===== src/rtl/seu_flip_injector.sv =====
module seu_flip_injector #(
  parameter int WIDTH = 8,
  parameter int SEL_W = 4
) (
  input  logic             clk,
  input  logic             rst_n,
  input  logic             start_armed,
  input  logic             arm,
  input  logic [SEL_W-1:0] bit_sel,
  input  logic [WIDTH-1:0] next_in,
  input  logic [WIDTH-1:0] cur_in,
  output logic [WIDTH-1:0] next_out,
  output logic             upset_done
);

  logic             pending;
  logic             occurred;
  logic [SEL_W-1:0] hold_sel;

  wire is_idle  = ~pending;
  wire is_armed = pending & ~occurred;
  wire in_range = int'(hold_sel) < WIDTH;

  always_ff @(posedge clk) begin
    if (!rst_n) begin
      pending  <= start_armed;
      occurred <= 1'b0;
      hold_sel <= bit_sel;
    end else begin
      if (is_idle && arm) begin
        pending  <= 1'b1;
        hold_sel <= bit_sel;
      end
      if (is_armed) occurred <= 1'b1;
    end
  end

  for (genvar i = 0; i < WIDTH; i++) begin : g_bit
    assign next_out[i] = (is_armed && in_range && hold_sel == SEL_W'(i)) ? ~cur_in[i] : next_in[i];
  end

  assign upset_done = occurred;

  AST_AT_MOST_ONE_BIT: assert property (@(posedge clk) disable iff (!rst_n)
    $onehot0(next_out ^ next_in));
  AST_QUIET_OTHERWISE: assert property (@(posedge clk) disable iff (!rst_n)
    !is_armed |-> next_out == next_in);
  AST_NO_ILLEGAL_STATE: assert property (@(posedge clk) disable iff (!rst_n)
    !(occurred && !pending));
  AST_DONE_STICKY: assert property (@(posedge clk) disable iff (!rst_n)
    upset_done |=> upset_done);
  AST_ARM_FROM_IDLE: assert property (@(posedge clk) disable iff (!rst_n)
    (is_idle && arm) |=> (pending && !upset_done));
  AST_SHOT_LANDS: assert property (@(posedge clk) disable iff (!rst_n)
    is_armed |=> upset_done);
  AST_DONE_IGNORES_ARM: assert property (@(posedge clk) disable iff (!rst_n)
    (upset_done && arm) |-> next_out == next_in);

endmodule


===== config.mk =====
export PLATFORM = sky130hd
export DESIGN_NAME = seu_flip_injector
export DESIGN_NICKNAME = d
export VERILOG_FILES = /design/src/rtl/seu_flip_injector.sv
export SDC_FILE = /design/constraint.sdc
export NUM_CORES = 1
export LEC_CHECK = 0
export BUFFER_PORTS_ARGS = -buffer_cell sky130_fd_sc_hd__buf_4
export CELL_PAD_IN_SITES_DETAIL_PLACEMENT = 0
export CELL_PAD_IN_SITES_GLOBAL_PLACEMENT = 2
export CORE_UTILIZATION = 16
export DETAILED_ROUTE_END_ITERATION = 16
export HOLD_SLACK_MARGIN = 0.08
export PLACE_DENSITY = 0.72
export SLEW_MARGIN = 20
export SYNTH_ARGS = -nofsm -noshare
export SYNTH_HDL_FRONTEND = slang
export SYNTH_SLANG_ARGS = --single-unit

===== constraint.sdc =====
create_clock -name clk -period 1.4 [get_ports clk]
set_clock_uncertainty 0.2 [all_clocks]
set_input_delay 0.28 -clock clk [delete_from_list [all_inputs] [get_ports clk]]
set_output_delay 0.28 -clock clk [all_outputs]
set_load 0.03 [all_outputs]

==> results of run 1 <==
[stage by stage]
step	total power [mW]	hold WS, ns	std cells	worst slack [ns]
floorplan	0.317	0.179	38	-0.383
global placement	0.422	0.261	107	-0.440
detailed placement	0.425	0.259	107	-0.469
CTS	0.625	0.0956	118	-0.648
global route	0.668	0.112	119	-0.686
finish	0.627	0.120	119	-0.619
[area by class of cell]
class                   count  share of cell area (%)
repair buffers             49                    41.7
multi-input cells          24                    31.9
flip-flops and latches      6                    17.3
well taps                  28                    3.48
inverters                   8                    2.98
clock buffers               4                    2.61
[flip-flops by register name (all words and copies together), names as in the netlist]
name        flops
hold_sel        4
pending         1
upset_done      1
[how the worst max path moves through the flow]
stage	end	slack, ns
2_1_floorplan	next_out[1]	-0.38
3_3_place_gp	next_out[1]	-0.44
3_5_place_dp	next_out[1]	-0.47
4_1_cts	next_out[7]	-0.65
5_1_grt	next_out[5]	-0.69
6_report	next_out[5]	-0.62
[synth_stat cells]
cell type	number
inv_1	8
mux2i_1	7
edfxtp_1	5
nand2_1	5
nor2b_1	2
a21oi_1	1
a31oi_1	1
and4bb_2	1
dfxtp_1	1
nand3_1	1
nand3_2	1
nor2_1	1
nor4b_4	1
o21a_1	1
o21ai_0	1
or2_2	1
[timing repair]
| item | CTS | global route |
|---|---|---|
| buffers inserted | 1 | 1 |
| endpoints found under the hold margin | 6 | 0 |
| pin swaps | 2 | 2 |
| resized for setup | 5 | 11 |
| setup endpoints to repair | 8 | 8 |
| hold buffers | 6 | 0 |
[metal layers]
layer  track usage (%)  up-vias  wire (µm)
met5                 0        -          0
met1              7.64      210        354
li1                  -      235          -
met4              5.56        0          0
met3              2.08        0         79
met2              15.4       20        562
[cell families after synthesis]
group           share of synthesized area (%)
simple gates                             23.9
buf+inv                                  7.77
mux                                      18.1
flops                                    44.0
compound gates                           6.15
[power by group through the flow]
stage	Combinational, mW	Sequential (mW)	Clock, mW
after floorplan	0.0925	0.225	0
after global placement	0.201	0.221	0
after detailed placement	0.203	0.222	0
after CTS	0.226	0.218	0.181
after global routing	0.254	0.219	0.194
final	0.239	0.218	0.169
==> results.cfg, run 1 <==
[sta]
maxSlewHeadroom_pct = 76.9
max_slew.worst_pin.slew_ns = 0.345
period_needed_ns = 2.02
clock.fmax_mhz = 495
rsz0062_at_grt = true
worst_slack_ns = -0.619
setup_viol = 8
setup_tns_ns = -4.78
hold_viol_final = 0
slew_viol_final = 0
finalCritPeriodShare_pct = 144

[setup_path]
critPathTopFamily = flip-flops
path_class = reg -> out
rr_endpoint = hold_sel[3]
r2r_start = pending
reg2reg_slack_ns = 0.01
critPathSlowestCell = edfxtp_1
crit_arrival_ns = 1.54
crit_path_start_kind = register
cp_cell_sequence = and4bb_2, buf_4, nand2_2, mux2i_4, buf_6
crit_cells = 5
crit_fanout = 3
worstSetupEndpointType = primary output
critPathBufInv = 2
cp-startpoint = hold_sel[3]
crit_required_ns = 0.92
max_stage_delay_ns = 0.42
reg2reg_depth = 4

[yosys]
avgSynthCellArea_um2 = 10.2
synthTopCellsByArea = edfxtp_1, mux2i_1, inv_1
synth_seq_cells = 6
synthCells = 38
synth_top_area_cell = edfxtp_1
syn_nets = 62
synth_area_um2 = 387
ys_seq_area_share_pct = 44.0
yosysTopAreaCellShare_pct = 38.8
synth.distinct_cells = 16
yosysWarnings = 0

[clock_tree]
cts_root_buffer = clkbuf_4
clk_pin_slew_ns = 0.05
cts.path.max_buffers = 2
numCtsBuffers = 3
cts_sinks = 6
cts_tree = built
h-tree-depth = 1
clock_latency_ns = 0.24

[placement]
place_area_um2 = 843
gp_congestion = 0.607
place_hpwl_um = 839
port_buffers = 32

[power]
sequentialPowerShare_pct = 34.8
ir_worst_vdd_mv = 0.435
p_leak_nw = 0.454
combPwrFrac_pct = 38.2
p_sw_share_pct = 27.5
p_int_mw = 0.455
clockPowerShare_pct = 27.0
power.density_nw_per_um2 = 623
switchingPower_mw = 0.172

[layout]
syn2layout_area_growth_pct = 161
num_antenna_cells = 0
fin_util_pct = 44.7
mostFrequentLayoutCell = buf_4
n_fill_cell = 226
seq_area_um2 = 174
most-common-layout-cells = buf_4, buf_6, inv_1, mux2i_4, dlygate4sd3_1
layout.nets = 116
drive_gt1_share_pct = 72.5
fin_area_um2 = 1010
multiInputGateArea_um2 = 322

[global_route]
globalRouteTotalUtil_pct = 8.19
antenna_found_initial = 0
grt-ovfl-total = 0
grt_pass1_wl_um = 1610
grt_max_degree = 6
grt_pass1_vias = 479

[floorplanning]
die_h_um = 51.2
start_util_pct = 17.1
die_area_um2 = 2620
rows = 17
core_area_um2 = 2250
io_pins = 33
die_w_um = 51.2

[status]
violations = negative setup slack
status = complete, but fails checks

[min_path]
min_from = rst_n
hold_depth = 2
holdPathEnd = pending
hp-class = in -> reg

[detailed_routing]
routed_via_density = 3.91
drc = 0
firstDrtPassIters = 2
wirelength_um = 996
postRouteAntennaNets = 0
drt_iter0_drc = 1
vias = 465
wl_per_cell_um = 8.37

[job]
cap_viol_max_count = 0
Power figures use the tool's default switching activity.
==> inputs of run 2 (changes only) <==
--- a/config.mk
+++ b/config.mk
@@ -8,10 +8,11 @@
 export BUFFER_PORTS_ARGS = -buffer_cell sky130_fd_sc_hd__buf_4
 export CELL_PAD_IN_SITES_DETAIL_PLACEMENT = 0
 export CELL_PAD_IN_SITES_GLOBAL_PLACEMENT = 2
-export CORE_UTILIZATION = 16
+export CORE_UTILIZATION = 19
+export CTS_BUF_LIST = sky130_fd_sc_hd__clkbuf_4 sky130_fd_sc_hd__clkbuf_8
 export DETAILED_ROUTE_END_ITERATION = 16
 export HOLD_SLACK_MARGIN = 0.08
-export PLACE_DENSITY = 0.72
+export PLACE_DENSITY = 0.8
 export SLEW_MARGIN = 20
 export SYNTH_ARGS = -nofsm -noshare
 export SYNTH_HDL_FRONTEND = slang
==> constraint.sdc (replaced) <==
create_clock -name clk -period 1.95 [get_ports clk]
set_clock_uncertainty 0.2 [all_clocks]
set_input_delay 0.39 -clock clk [delete_from_list [all_inputs] [get_ports clk]]
set_output_delay 0.39 -clock clk [all_outputs]
set_load 0.03 [all_outputs]
==> results.cfg, run 2 (synthesis gave the netlist of run 1 again) <==
[floorplanning]
io_pins = 33
start_util_pct = 21.2
die_area_um2 = 2220
die_w_um = 47.1
die_h_um = 47.1
core_area_um2 = 1820
rows = 15

[sta]
hold_viol_final = 0
maxSlewHeadroom_pct = 81.1
setup_viol = 8
max_slew.worst_pin.slew_ns = 0.282
period_needed_ns = 2.16
slew_viol_final = 0
rsz0062_at_grt = true
finalCritPeriodShare_pct = 111
clock.fmax_mhz = 463
worst_slack_ns = -0.208

[placement]
gp_congestion = 0.562
place_hpwl_um = 760
port_buffers = 32
post-place-ws_ns = 0.0370
place_area_um2 = 743

[detailed_routing]
drc = 0
routed_via_density = 3.95
vias = 415
postRouteAntennaNets = 0
firstDrtPassIters = 1
wirelength_um = 983
drt_iter0_drc = 0
wl_per_cell_um = 9.36

[layout]
most-common-layout-cells = buf_4, inv_1
syn2layout_area_growth_pct = 119
drive_gt1_share_pct = 73.8
num_antenna_cells = 0
regMostFlops = hold_sel
largest_reg_flops = 4
n_fill_cell = 189
layout.nets = 105
mostFrequentLayoutCell = buf_4
fin_area_um2 = 846

[clock_tree]
h-tree-depth = 1
cts-hold-fix-buffers = 0
cts_tree = built
cts.path.max_buffers = 2
clk_pin_slew_ns = 0.05
cts_sinks = 6
clock_latency_ns = 0.24
numCtsBuffers = 3
cts_root_buffer = clkbuf_4

[setup_path]
max_stage_delay_ns = 0.42
crit_required_ns = 1.36
critPathSlowestCell = edfxtp_1
crit_fanout = 4
cp_common_cell = buf_4
path_class = reg -> out
critPathBufInv = 2
crit_arrival_ns = 1.57
critPathTopFamily = flip-flops
cp_cell_sequence = buf_4, and4bb_2, nand3_1, mux2i_2, buf_4
worstSetupEndpointType = primary output
reg2reg_slack_ns = 0.59
crit_path_start_kind = register

[min_path]
hp-class = in -> reg

[global_route]
grt_pass1_vias = 418
grt_max_degree = 6
grt-ovfl-total = 0
grt_pass1_wl_um = 1580
globalRouteTotalUtil_pct = 10.5
antenna_found_initial = 0

[job]
cap_viol_max_count = 0

[power]
ir_worst_vdd_mv = 0.278
power.density_nw_per_um2 = 510
p_leak_nw = 0.383

[status]
violations = negative setup slack
status = complete, but fails checks
==> run 2: cell types whose count changed in the layout (fill, tap and decap cells not counted), sizes merged <==
cell / before / now
dlygate4sd3: 6 / 0
buf: 43 / 38
==> run 2: path summary, 6_finish.rpt <==
check / start / to / depth (start not counted)
max: hold_sel[2] / next_out[7] / 5
min: bit_sel[3] / hold_sel[3] / 1
min reg2reg: upset_done / upset_done / 1
max reg2reg: pending / hold_sel[0] / 3
==> run 2: layout make-up <==
type | count | area (µm²) | area share (%)
tap | 25 | 31.3 | 3.70
timing repair buffer | 38 | 304 | 35.9
sequential | 6 | 170 | 20.1
clock buffer | 4 | 30.0 | 3.55
multi-input combinational | 24 | 280 | 33.1
inverter | 8 | 30.0 | 3.55
==> run 2: timing repair <==
action                     CTS  global route
setup endpoints to repair    8             8
buffers inserted             2             2
pin swaps                    2             1
resized for setup           11             1
==> run 2: power by group <==
group	switching [mW]	total, mW	internal, mW
Combinational	0.0608	0.139	0.0778
Clock	0.0426	0.134	0.0912
Sequential	0.00971	0.159	0.149
Total	0.113	0.431	0.318
==> run 2: per-layer routing <==
metal	wire [µm]	GRT usage, %	vias to the layer above
met3	76	2.31	0
met4	0	6.86	0
met1	319	11.5	183
li1	-	-	213
met2	587	18.1	19
met5	0	0	-
==> run 2: per-stage QoR <==
| stage | setup TNS [ns] | power [mW] | hold slack [ns] | std cells | util (%) |
|---|---|---|---|---|---|
| 6_report | -1.48 | 0.431 | 0.125 | 105 | 46.5 |
| 5_1_grt | -2.14 | 0.459 | 0.111 | 105 | 46.5 |
| 4_1_cts | -1.27 | 0.433 | 0.114 | 103 | 45.2 |
| 3_5_place_dp | 0 | 0.284 | 0.337 | 97 | 40.8 |
| 3_3_place_gp | 0 | 0.283 | 0.335 | 97 | 40.8 |
| 2_1_floorplan | -0.142 | 0.221 | 0.280 | 38 | - |
